<file path="config.mk">
export PLATFORM = sky130hd
export DESIGN_NAME = ta_bank
export DESIGN_NICKNAME = d
export VERILOG_FILES = /design/src/rtl/ta_pkg.sv /design/src/rtl/ta_lfsr.sv /design/src/rtl/ta_gate.sv /design/src/rtl/ta_cell.sv /design/src/rtl/ta_bank.sv
export SDC_FILE = /design/constraint.sdc
export NUM_CORES = 1
export LEC_CHECK = 0
export ABC_AREA = 1
export CAP_MARGIN = 5
export CELL_PAD_IN_SITES_DETAIL_PLACEMENT = 1
export CELL_PAD_IN_SITES_GLOBAL_PLACEMENT = 2
export CORE_MARGIN = 2
export CORE_UTILIZATION = 40
export CTS_CLUSTER_DIAMETER = 150
export DETAILED_ROUTE_END_ITERATION = 16
export DONT_BUFFER_PORTS = 1
export GPL_ROUTABILITY_DRIVEN = 0
export GPL_TIMING_DRIVEN = 0
export PLACE_DENSITY_LB_ADDON = 0.15
export RECOVER_POWER = 100
export SETUP_SLACK_MARGIN = 0.05
export SLEW_MARGIN = 20
export SYNTH_ARGS = -nofsm -noshare
export SYNTH_HDL_FRONTEND = slang
export SYNTH_SLANG_ARGS = --single-unit
</file>
<file path="constraint.sdc">
create_clock -name clk -period 3 [get_ports clk]
set_input_delay 0.45 -clock clk [delete_from_list [all_inputs] [get_ports clk]]
set_output_delay 0.45 -clock clk [all_outputs]
set_load 0.02 [all_outputs]
</file>
<file path="src/rtl/ta_pkg.sv">
package ta_pkg;
   // Right-shift Galois feedback masks for maximal-length sequences.
   function automatic logic [31:0] lfsr_mask(input int w);
      case (w)
         8:       return 32'h0000_00B8;
         16:      return 32'h0000_B400;
         24:      return 32'h00E1_0000;
         32:      return 32'h8020_0003;
         default: return 32'h0000_0000;
      endcase
   endfunction

   function automatic bit lfsr_width_ok(input int w);
      return (w == 8) || (w == 16) || (w == 24) || (w == 32);
   endfunction
endpackage

</file>
<file path="src/rtl/ta_lfsr.sv">
module ta_lfsr #(
   parameter int          WIDTH = 16,
   parameter logic [31:0] SEED  = 32'h0000_ACE1
) (
   input  logic             clk,
   input  logic             rst_n,
   output logic [WIDTH-1:0] rnd
);
   import ta_pkg::*;

   localparam logic [WIDTH-1:0] MASK  = WIDTH'(lfsr_mask(WIDTH));
   localparam logic [WIDTH-1:0] SEEDW = WIDTH'(SEED);

   if (!lfsr_width_ok(WIDTH)) begin : g_bad_width
      $error("ta_lfsr: WIDTH must be 8, 16, 24 or 32");
   end
   if (SEEDW == '0) begin : g_bad_seed
      $error("ta_lfsr: SEED must be non-zero within WIDTH bits");
   end

   always_ff @(posedge clk) begin
      if (!rst_n) rnd <= SEEDW;
      else        rnd <= (rnd >> 1) ^ (rnd[0] ? MASK : '0);
   end
endmodule

</file>
<file path="src/rtl/ta_gate.sv">
module ta_gate #(
   parameter int PROB_W = 8
) (
   input  logic [PROB_W-1:0] draw,
   input  logic [PROB_W:0]   prob,
   input  logic              req,
   output logic              pass
);
   always_comb pass = req && ({1'b0, draw} < prob);
endmodule

</file>
<file path="src/rtl/ta_cell.sv">
module ta_cell #(
   parameter int HALF = 64,
   parameter int SW   = 8
) (
   input  logic          clk,
   input  logic          rst_n,
   input  logic          up,
   input  logic          dn,
   output logic [SW-1:0] st,
   output logic          act
);
   localparam logic [SW-1:0] MID = SW'(HALF);
   localparam logic [SW-1:0] TOP = SW'(2 * HALF);
   localparam logic [SW-1:0] BOT = SW'(1);

   always_ff @(posedge clk) begin
      if (!rst_n)                         st <= MID;
      else if (up && !dn && st != TOP)    st <= st + SW'(1);
      else if (dn && !up && st != BOT)    st <= st - SW'(1);
   end

   always_comb act = (st > MID);
endmodule

</file>
<file path="src/rtl/ta_bank.sv">
module ta_bank #(
   parameter int          NUM_TA = 32,
   parameter int          HALF   = 64,
   parameter int          PROB_W = 8,
   parameter int          LFSR_W = 16,
   parameter logic [31:0] SEED   = 32'h0000_ACE1,
   localparam int         AW     = $clog2(NUM_TA),
   localparam int         SW     = $clog2(2 * HALF + 1)
) (
   input  logic            clk,
   input  logic            rst_n,
   input  logic [PROB_W:0] fb_prob,
   input  logic [AW-1:0]   rd_addr,
   output logic            rd_act,
   input  logic            inc_req,
   input  logic [AW-1:0]   inc_addr,
   input  logic            dec_req,
   input  logic [AW-1:0]   dec_addr
);
   if (NUM_TA < 2 || (1 << AW) != NUM_TA) begin : g_bad_depth
      $error("ta_bank: NUM_TA must be a power of two, at least 2");
   end
   if (HALF < 2) begin : g_bad_half
      $error("ta_bank: HALF must be at least 2");
   end
   if (LFSR_W < 2 * PROB_W) begin : g_bad_lfsr
      $error("ta_bank: LFSR_W must cover two PROB_W draws");
   end

   logic [LFSR_W-1:0]          lfsr_q;
   logic [NUM_TA-1:0][SW-1:0]  st_q;
   logic [NUM_TA-1:0]          act_v;
   logic                       clash, inc_go, dec_go;

   ta_lfsr #(.WIDTH(LFSR_W), .SEED(SEED)) u_lfsr (
      .clk(clk), .rst_n(rst_n), .rnd(lfsr_q)
   );

   // Same-address pair cancels before the random gate.
   always_comb clash = inc_req && dec_req && (inc_addr == dec_addr);

   ta_gate #(.PROB_W(PROB_W)) u_gate_inc (
      .draw(lfsr_q[PROB_W-1:0]), .prob(fb_prob),
      .req(inc_req && !clash), .pass(inc_go)
   );
   ta_gate #(.PROB_W(PROB_W)) u_gate_dec (
      .draw(lfsr_q[2*PROB_W-1:PROB_W]), .prob(fb_prob),
      .req(dec_req && !clash), .pass(dec_go)
   );

   for (genvar i = 0; i < NUM_TA; i++) begin : g_cell
      logic up_i, dn_i;
      always_comb begin
         up_i = inc_go && (inc_addr == AW'(i));
         dn_i = dec_go && (dec_addr == AW'(i));
      end
      ta_cell #(.HALF(HALF), .SW(SW)) u_cell (
         .clk(clk), .rst_n(rst_n), .up(up_i), .dn(dn_i),
         .st(st_q[i]), .act(act_v[i])
      );
   end

   if (LFSR_W > 2 * PROB_W) begin : g_spare
      logic spare_unused;
      always_comb spare_unused = ^lfsr_q[LFSR_W-1:2*PROB_W];
   end

   always_comb rd_act = act_v[rd_addr];
endmodule

</file>
Word level (Yosys, flattened, before mapping) --
Index checks and enable logic that the tools add are counted.
Operators by class: shift operators 0, div/mod/pow operators 0, eq/ne operators 127, bitwise gates (word level) 1, multiply operators 0, muxes and demuxes 67, reductions and logical operators 297, $add $sub $neg 64, magnitude comparators 35
Operator list (number):
- 8-bit two-way mux | 64
- 8-bit by 1-bit adder with 8-bit output, second input constant | 32
- 8-bit by 7-bit greater-than comparator with 1-bit output, second input constant | 32
- 8-bit by 1-bit inequality test with 1-bit output, second input constant | 32
- 8-bit inequality test, second input constant | 32
- 8-bit by 1-bit subtractor with 8-bit output, second input constant | 32
- 1-bit logical AND | 198
- 5-bit == test, second input constant | 32
- 5-bit by 4-bit == test with 1-bit output, second input constant | 16
- 1-bit zero test | 65
- 2-bit nonzero test | 32
- 5-bit by 3-bit == test with 1-bit output, second input constant | 8
- 5-bit by 2-bit == test with 1-bit output, second input constant | 4
- 8-bit by 9-bit < comparator with 1-bit output | 2
- 16-bit two-way mux | 1
- 15-bit by 16-bit bitwise XOR with 16-bit output | 1
- 5-bit by 1-bit == test with 1-bit output, second input constant | 2
- 5-bit zero test | 2
- 5-bit by 6-bit < comparator with 1-bit output, second input constant | 1
- 1-bit binary-select mux with 5-bit select | 1
- 5-bit == test | 1
- 1-bit two-way mux | 1
Word-level totals: memories kept 0, bits of input ports 28, latch bits 0, bits in read-only memories 0, logic and storage cells 624, RAM bits 0, output and inout bits 1, register bits 272

Depth between registers and ports, before layout --
Gate-level depths: netlist of run 1.
depth in word-level cells 11, mapped depth 17

Cells and area by module --
From an unflattened synthesis of run 1, not the netlist that was laid out.
Unflattened totals: cell total of the unflattened synthesis 3853, area total of the unflattened synthesis 24551.0 um^2
By module, submodules not included:
- ta_cell | area each 706.9 um^2, cells each 109, times used 32, sequential area each 160.2 um^2
- ta_bank | area each 947.2 um^2, cells each 225, times used 1, sequential area each 0.0 um^2
- ta_lfsr | area each 511.7 um^2, cells each 56, times used 1, sequential area each 320.3 um^2
- ta_gate | area each 235.2 um^2, cells each 42, times used 2, sequential area each 0.0 um^2

Worst setup path after synthesis of run 1 --
Ideal clock, no wire load.
path kind input -> register, start input fb_prob[6], end register g_cell[4].u_cell.st[3], required time 2.883 ns, buffers on the path 2, setup slack 0.844 ns, stages 14, arrival 2.039 ns, library setup time 0.117 ns, cell sequence inv_1 ha_1 nand2_1 nand2_1 a21boi_1 nand3_2 nor2_8 buf_12 nand3_2 buf_4 o21ai_0 nand2_1 nor2_1 nor2_1
Between the ends: longest elaborated chain between the ends 7, elaborated cells between the ends (all ways) 14, classes of those cells order compare: 2; mux: 1; reduce/logical: 11
RTL lines:
- start: declaration | line ta_bank.sv:12 | input logic [PROB_W:0] fb_prob,
- 8-bit by 9-bit < comparator with 1-bit output | line ta_gate.sv:9 | always_comb pass = req && ({1'b0, draw} < prob);
- 1-bit logical AND | line ta_gate.sv:9
- 1-bit logical AND, on equally long branches | line ta_bank.sv:55, ta_bank.sv:54
- 1-bit zero test, on equally long branches | line ta_cell.sv:18, ta_cell.sv:19
- 1-bit logical AND, on equally long branches (2 in a row) | line ta_cell.sv:18, ta_cell.sv:19
- 8-bit two-way mux / 2-bit nonzero test (equally long branches)
- end signal: assignment | line ta_cell.sv:18 | else if (up && !dn && st != TOP) st <= st + SW'(1);
- end signal: assignment | line ta_cell.sv:19 | else if (dn && !up && st != BOT) st <= st - SW'(1);
- end: declaration | line ta_cell.sv:9 | output logic [SW-1:0] st,
Parallel ways exist; a longest one is shown, timed or not. A chain may end at the register's enable or synchronous reset.

Final worst setup path of run 1 --
start register u_lfsr.rnd[14], end register g_cell[8].u_cell.st[0]
Between the ends: longest elaborated chain between the ends 7, elaborated cells between the ends (all ways) 10, classes of those cells order compare: 1; mux: 1; reduce/logical: 8
RTL lines:
- start: declaration | line ta_lfsr.sv:7 | output logic [WIDTH-1:0] rnd
- start signal: assignment | line ta_lfsr.sv:23 | else rnd <= (rnd >> 1) ^ (rnd[0] ? MASK : '0);
- 8-bit by 9-bit < comparator with 1-bit output * | line ta_gate.sv:9
- 1-bit logical AND * | line ta_gate.sv:9
- 1-bit logical AND * | line ta_bank.sv:55 | dn_i = dec_go && (dec_addr == AW'(i));
- 1-bit zero test | line ta_cell.sv:18
- 1-bit logical AND (2 in a row) | line ta_cell.sv:18
- 8-bit two-way mux / 2-bit nonzero test (equally long branches)
- end signal: assignment | line ta_cell.sv:18
- end signal: assignment | line ta_cell.sv:19
- end: declaration | line ta_cell.sv:9
Mark *: on every way between the ends. The rest lies on a longest branch, timed or not.

==> results of run 1 <==
## cell usage after synthesis
cell and instances:
buf_2 18, xor2_1 319, buf_12 2, inv_1 389, o211ai_1 27, nor2_1 691, nand2_2 13, a21oi_1 22
nor3_1 74, nand3_4 23, nand3_1 311, nand3_2 18, clkbuf_2 1, inv_2 34, nor3b_1 1, ha_1 142
nand2_4 11, o21ai_0 179, clkbuf_1 70, a31oi_1 4, buf_1 2, and2_4 1, buf_8 2, nor2b_1 6
a21boi_1 1, xnor2_1 38, buf_6 14, o21ai_1 173, nand3b_1 11, and2_1 2, nor2_8 1, or2_2 8
dfxtp_1 272, buf_4 15, nand2_1 642, nand4_1 74, nor2_2 2
## worst min-delay path by stage
stage / start / to / slack, ps / cells past startpoint
floorplan: u_lfsr.rnd[8] / u_lfsr.rnd[7] / 390 / 2
finish: dec_addr[3] / g_cell[18].u_cell.st[1] / 410 / 7
detailed placement: u_lfsr.rnd[8] / u_lfsr.rnd[7] / 430 / 2
global placement: u_lfsr.rnd[2] / u_lfsr.rnd[1] / 430 / 2
global route: inc_addr[1] / g_cell[13].u_cell.st[1] / 420 / 6
CTS: inc_addr[1] / g_cell[13].u_cell.st[1] / 370 / 6
## area by class of cell
type,count,area (um2)
multi-input combinational,2794,15330
tap,765,957.2
clock buffer,63,1179
fill,7715,32220
sequential,272,5445
clock inverter,4,70.07
buffer,123,684.4
inverter,423,1588
## flip-flops by register name, indices dropped and copies added (netlist names)
| register | flops |
|---|---|
| g_cell.u_cell.st | 256 |
| u_lfsr.rnd | 16 |
## metal layers
layer / up-vias / global-route usage, % / wire length [um]
met5: - / 0 / 0
met4: 0 / 8.483 / 2224
met3: 104 / 3.182 / 2439
met2: 247 / 45.83 / 37510
met1: 11120 / 33.12 / 36180
li1: 11550 / - / -
## power breakdown
part / internal (mW) / leakage, nW / total (mW) / switching (mW)
clock network: 2.84 / 0.609 / 4.70 / 1.86
logic: 0.615 / 9.02 / 1.78 / 1.16
registers: 3.72 / 2.20 / 3.84 / 0.119
total: 7.17 / 11.8 / 10.3 / 3.14
## critical path, delay by kind of cell (launching register included)
| kind | cells | cell delay [ps] |
|---|---|---|
| adder cells (fa/ha/maj) | 1 | 310 |
| flip-flops | 1 | 320 |
| buffers and inverters | 2 | 460 |
| AND/OR/NAND/NOR | 9 | 1470 |
| AO/OA/AOI/OAI | 1 | 130 |
## cells by family (layout without fill, tap and decap cells)
family                     after synthesis  in the layout  synth area share, %
buffers and inverters                  547            613                9.902
DFF                                    272            272                23.51
xor gates and xnor gates               357            357                13.50
adders and majority gates              142            142                7.671
AOI/OAI and AO/OA                      406            406                9.097
and+or+nand+nor                       1889           1889                36.32
## stage by stage
step / setup TNS (ps) / cells / util, % / worst slack [ps] / power, mW
2_1_floorplan: 0 / 3613 / - / 843.8 / 5.181
5_1_grt: 0 / 4444 / 43.94 / 12.67 / 10.82
4_1_cts: 0 / 4445 / 44.15 / 50.50 / 10.47
6_report: 0 / 4444 / 43.94 / 169.3 / 10.31
3_5_place_dp: -11270 / 4378 / 41.97 / -428.5 / 5.692
3_3_place_gp: -11690 / 4378 / 41.96 / -437.0 / 5.618
## what timing repair did
action	CTS	global route
setup endpoints to repair	1	5
pin swaps	0	2
resized for setup	1	8
hold buffers	0	0
==> impl_metrics.csv, run 1 <==
group,metric,value,unit
drt,drt-initial-drc-count,979,
clock_tree,cts_buffers,39,
logic_synthesis,synth.distinct_cells,37,
global_route,grt_first_pass_wirelength,126200,um
pwr,p_leak,11.84,nW
logic_synthesis,synth.avg_cell_area,6.411,um2
cells_and_area,design_area,0.02525,mm2
global_route,grt_pass1_vias,23870,
floorplan,die_area,0.05985,mm2
job,maxCapViolations,0,
logic_synthesis,synth_top_cell_area_share,23.51,%
floorplan,initial_core_util,40.30,%
clock_tree,clockRootBuffer,"clkbuf_16",
pwr,powerDensity,408.3,mW/mm2
cells_and_area,antenna_cells,0,
logic_synthesis,netlist_top_cells_area,"dfxtp_1 24%, xor2_1 12%, nor2_1 11%, nand2_1 10%, ha_1 7.7%",
clock_tree,clk_path_buf_depth,3,
logic_synthesis,yosys_warnings,0,
worst_setup_path,worstPathArrival,3270,ps
worst_setup_path,startpoint_type,"register",
cells_and_area,final_cell_mix,"687 x nor2_1, 647 x nand2_1, 405 x inv_1",
worst_setup_path,critPathLaunch,"u_lfsr.rnd[14]",
worst_setup_path,r2r_setup_slack,170,ps
worst_setup_path,critPathMaxStageDelay,330,ps
worst_setup_path,critPathRequiredTime,3440,ps
worst_setup_path,critPathKind,"register to register",
sta,finalHoldViolCount,0,
worst_hold_path,hp-class,"input pin to register",
global_route,grt_start_max_net_pins,11,
clock_tree,cts_tree,"built",
sta,finalSetupViolCount,0,
logic_synthesis,ys_seq_area_share,23.51,%
sta,slew_headroom,21.69,%
place,portBuffers,0,
global_route,grt-ovfl-total,0,
worst_setup_path,cp_common_cell,"nand2_1",
sta,post-route-period-util,94.36,%
worst_setup_path,endpoint,"g_cell[8].u_cell.st[0]",
drt,viasPerCell,5.181,
cells_and_area,drive_gt1_share,4.920,%
sta,max_freq,353.3,MHz
global_route,track_usage,26.12,%
worst_setup_path,crit_fanout,10,
global_route,antenna_found_initial,3,
cells_and_area,final_common_cell,"nor2_1",
clock_tree,htree_levels,2,
clock_tree,path_clk_slew,60,ps
floorplan,fp.dieW,244.6,um
sta,rsz0062_at_grt,"true",
sta,worst_pin_slew,1175,ps
drt,drc,0,
sta,finalMaxSlewViolations,0,
clock_tree,cts_setup_buffers,0,
worst_setup_path,endpoint_kind,"register",
worst_setup_path,reg2reg_from,"u_lfsr.rnd[14]",
drt,dr.pass1.iters,7,
logic_synthesis,ys_seq_elements,272,
worst_setup_path,r2r_cells,13,
sta,min_period,2831,ps
worst_setup_path,crit_chain,"ha_1 > nand2_1 > nand2_1 > a21oi_1 > nand2_1 > nor2_2 > and2_0 > clkbuf_4 > nand3_1 > nand2_1 > inv_2 > nor2_1 > nor2_1",
drt,vias,23030,
drt,drt_wl_total,78360,um
drt,postRouteAntennaNets,0,
place,dp_hpwl,58930,um
floorplan,die_y,244.6,um
cells_and_area,final_nets,3823,
logic_synthesis,syn_inst,3613,
clock_tree,insertion_delay,570,ps
drt,wl_per_cell,17.63,um
logic_synthesis,synthesis.area,0.02316,mm2
logic_synthesis,syn_nets,3783,
status,status,"completed",
sta,skew,18.02,ps
clock_tree,clock-sinks,272,
worst_setup_path,r2r_end,"g_cell[8].u_cell.st[0]",
floorplan,core,0.05748,mm2
cells_and_area,areaGrowthSynthToFinish,9.032,%
sta,fin_hold_ws,407.5,ps
worst_setup_path,crit_slowest_cell,"clkbuf_4",
pwr,peakVddDrop,398.1,uV
floorplan,io_pins,29,
floorplan,rows,88,
place,dpl_cell_area,0.02412,mm2
logic_synthesis,synth_top_cell_by_area,"dfxtp_1",
(Power assumes the default switching activity.)
==> inputs of run 2 (changes only) <==
- ABC_AREA: 1 -> not set
- CORE_UTILIZATION: 40 -> 43
==> run 2 against run 1 <==
  * The run now ends with negative setup slack left
  * Non-clock buffer count up 32
  * Via count down 14%
  * Combinational power down 35%
  * Clock skew down 4.5 ps
  * Sequential power down 3%
  * Hold slack better by 17 ps
  * Synthesized cell count down 31%
  * Register-to-register slack worse by 270 ps
  * Fmax down 8.8%
  * Global-route usage up 5.4 points
  * Critical path depth down 4
  * Count of clock-buffer cells in the layout down 7
  * Critical path type unchanged
  * Largest cell class unchanged
==> impl_metrics.csv, run 2 <==
group,metric,value,unit
logic_synthesis,ys_top_cells_by_count,"280 x nand2_1, 272 x dfxtp_1, 173 x nor2_1",
clock_tree,insertion_delay,560,ps
global_route,track_usage,31.49,%
logic_synthesis,synth_top_cell_by_area,"dfxtp_1",
logic_synthesis,netlist_top_cells_area,"dfxtp_1 28%, ha_1 9.0%, mux2i_1 6.7%, nand2_1 5.3%, nand2b_1 4.0%",
sta,rsz0062_at_grt,"true",
drt,wl_per_cell,23.93,um
sta,slew_headroom,19.75,%
worst_setup_path,crit_fanout,9,
clock_tree,clockRootBuffer,"clkbuf_16",
sta,finalHoldViolCount,0,
cells_and_area,final_nets,2744,
global_route,grt-ovfl-total,0,
logic_synthesis,synth_top_cell_area_share,27.62,%
sta,worst_slack,-102.1,ps
global_route,grt_start_max_net_pins,12,
worst_setup_path,crit_chain,"ha_4 > and4b_1 > and3_4 > buf_4 > a21oi_2 > nand3_1 > nor2_1 > a32oi_1 > mux2_2",
clock_tree,clk_path_buf_depth,3,
worst_setup_path,worstPathArrival,3540,ps
global_route,grt_first_pass_wirelength,116400,um
cells_and_area,drive_gt1_share,13.86,%
logic_synthesis,synthesis.area,0.01971,mm2
status,status,"finished with violations",
sta,setup_tns,-218.2,ps
cells_and_area,final_cell_mix,"278 x nand2_1, 261 x dfxtp_1, 158 x nor2_1",
logic_synthesis,synth.avg_cell_area,7.897,um2
worst_setup_path,critPathRequiredTime,3440,ps
worst_setup_path,startpoint_type,"register",
global_route,grt_pass1_vias,19790,
job,maxCapViolations,0,
pwr,peakVddDrop,343.7,uV
cells_and_area,largest-register,"g_cell.u_cell.st",
logic_synthesis,ys_seq_elements,272,
status,violations,"negative setup slack",
cells_and_area,final_common_cell,"nand2_1",
place,dp_hpwl,53470,um
sta,max_freq,322.4,MHz
floorplan,die_y,218.1,um
logic_synthesis,synth.distinct_cells,77,
logic_synthesis,ys_seq_area_share,27.62,%
floorplan,die_area,0.04757,mm2
worst_hold_path,hp-class,"input pin to register",
drt,postRouteAntennaNets,0,
global_route,antenna_found_initial,2,
clock_tree,cts_tree,"built",
pwr,powerDensity,397.0,mW/mm2
worst_setup_path,crit_buf_inv,1,
drt,vias,19860,
cells_and_area,design_area,0.02306,mm2
clock_tree,hold_buffers,0,
drt,dr.pass1.iters,5,
sta,skew,13.56,ps
drt,drt_wl_total,76560,um
place,portBuffers,0,
sta,finalSetupViolCount,4,
logic_synthesis,ys_async_sr_fraction,0,%
clock_tree,clock-sinks,272,
clock_tree,htree_levels,2,
cells_and_area,reg_top3,"g_cell.u_cell.st x256, u_lfsr.rnd x16",
place,dpl_cell_area,0.02051,mm2
sta,finalMaxSlewViolations,0,
worst_setup_path,cp_top_family,"simple AND/OR/NAND/NOR gates",
sta,min_period,3102,ps
logic_synthesis,yosys_warnings,0,
pwr,p_leak,9.115,nW
worst_setup_path,critPathKind,"register to register",
worst_setup_path,crit_slowest_cell,"nand3_1",
cells_and_area,fin_util,50.92,%
floorplan,fp.dieW,218.1,um
drt,drc,0,
sta,post-route-period-util,103.4,%
cells_and_area,largest_reg_flops,256,
floorplan,core,0.04528,mm2
floorplan,initial_core_util,43.53,%
logic_synthesis,syn_inst,2496,
floorplan,rows,78,
worst_setup_path,endpoint_kind,"register",
logic_synthesis,yosysMostFrequentCell,"nand2_1",
cells_and_area,areaGrowthSynthToFinish,16.99,%
logic_synthesis,synth-edff-count,0,
drt,drt-initial-drc-count,1446,
clock_tree,path_clk_slew,60,ps
drt,viasPerCell,6.207,
logic_synthesis,syn_nets,2666,
worst_setup_path,critPathMaxStageDelay,590,ps
cells_and_area,layoutNonFillerInstCount,3199,
place,place_inst,3098,
logic_synthesis,synthFlopType,"dfxtp_1",
clock_tree,cts_buffers,37,
floorplan,io_pins,29,
sta,worst_pin_slew,1204,ps
## run 2: area by class of cell
cell class | instances | area (um2)
diodes | 2 | 5.005
plain buffers | 109 | 570.5
clock buffers | 56 | 1087
clock inverters | 6 | 32.53
fillers | 5500 | 22220
inverters | 124 | 465.4
multi-input cells | 1984 | 14300
flip-flops and latches | 272 | 5472
well taps | 600 | 750.7
repair buffers | 46 | 375.4
## run 2: metal layers
metal,part of all wire [%],GRT usage (%)
met4,3.8,12.79
met1,44,40.76
met3,5.7,5.442
met2,46,51.82
met5,0,0
## run 2: cells by family (layout without fill, tap and decap cells)
family          after synthesis  after routing  synth area share, %
fa+ha+maj                   142            142                9.014
flops                       272            272                27.62
simple gates               1240           1240                33.40
compound gates              404            404                14.89
mux                         181            181                9.559
buf+inv                     240            341                4.754
other cells                   0              2                    0
xor+xnor                     17             17               0.7554
## run 2: worst reg2reg max path: stages (launching register included)
cell and delay, ps:
dfxtp_4 360, ha_4 220, and4b_1 200, and3_4 180
buf_4 130, a21oi_2 280, nand3_1 590, nor2_1 520
a32oi_1 200, mux2_2 300
## run 2: worst paths after layout
path / start / endpoint / slack (ps) / depth (start not counted)
worst max-delay path: u_lfsr.rnd[14] / g_cell[30].u_cell.st[6] / -100 / 9
worst min-delay path: dec_addr[3] / g_cell[18].u_cell.st[3] / 430 / 5
worst max register to register: u_lfsr.rnd[14] / g_cell[30].u_cell.st[6] / -100 / 9
worst min register to register: u_lfsr.rnd[8] / u_lfsr.rnd[7] / 470 / 1
## run 2: stage by stage
step / power (mW) / worst slack, ps / hold WS [ps]
final: 9.155 / -102.1 / 425.0
after global routing: 9.446 / -160.5 / 446.7
after CTS: 9.130 / -63.63 / 405.7
after detailed placement: 4.798 / -1695 / 438.2
after global placement: 4.762 / -1791 / 430.2
after floorplan: 4.394 / 52.21 / 411.6
## run 2: what timing repair did
item,in CTS,in global routing
pin swaps,45,27
buffers inserted,35,9
cloned,0,0
gates resized for setup,161,79
setup endpoints to repair,245,160
## run 2: power breakdown
part	total, mW	switching [mW]	internal (mW)
sequential	3.74	0.0743	3.67
combinational	1.16	0.780	0.382
clock	4.25	1.77	2.48
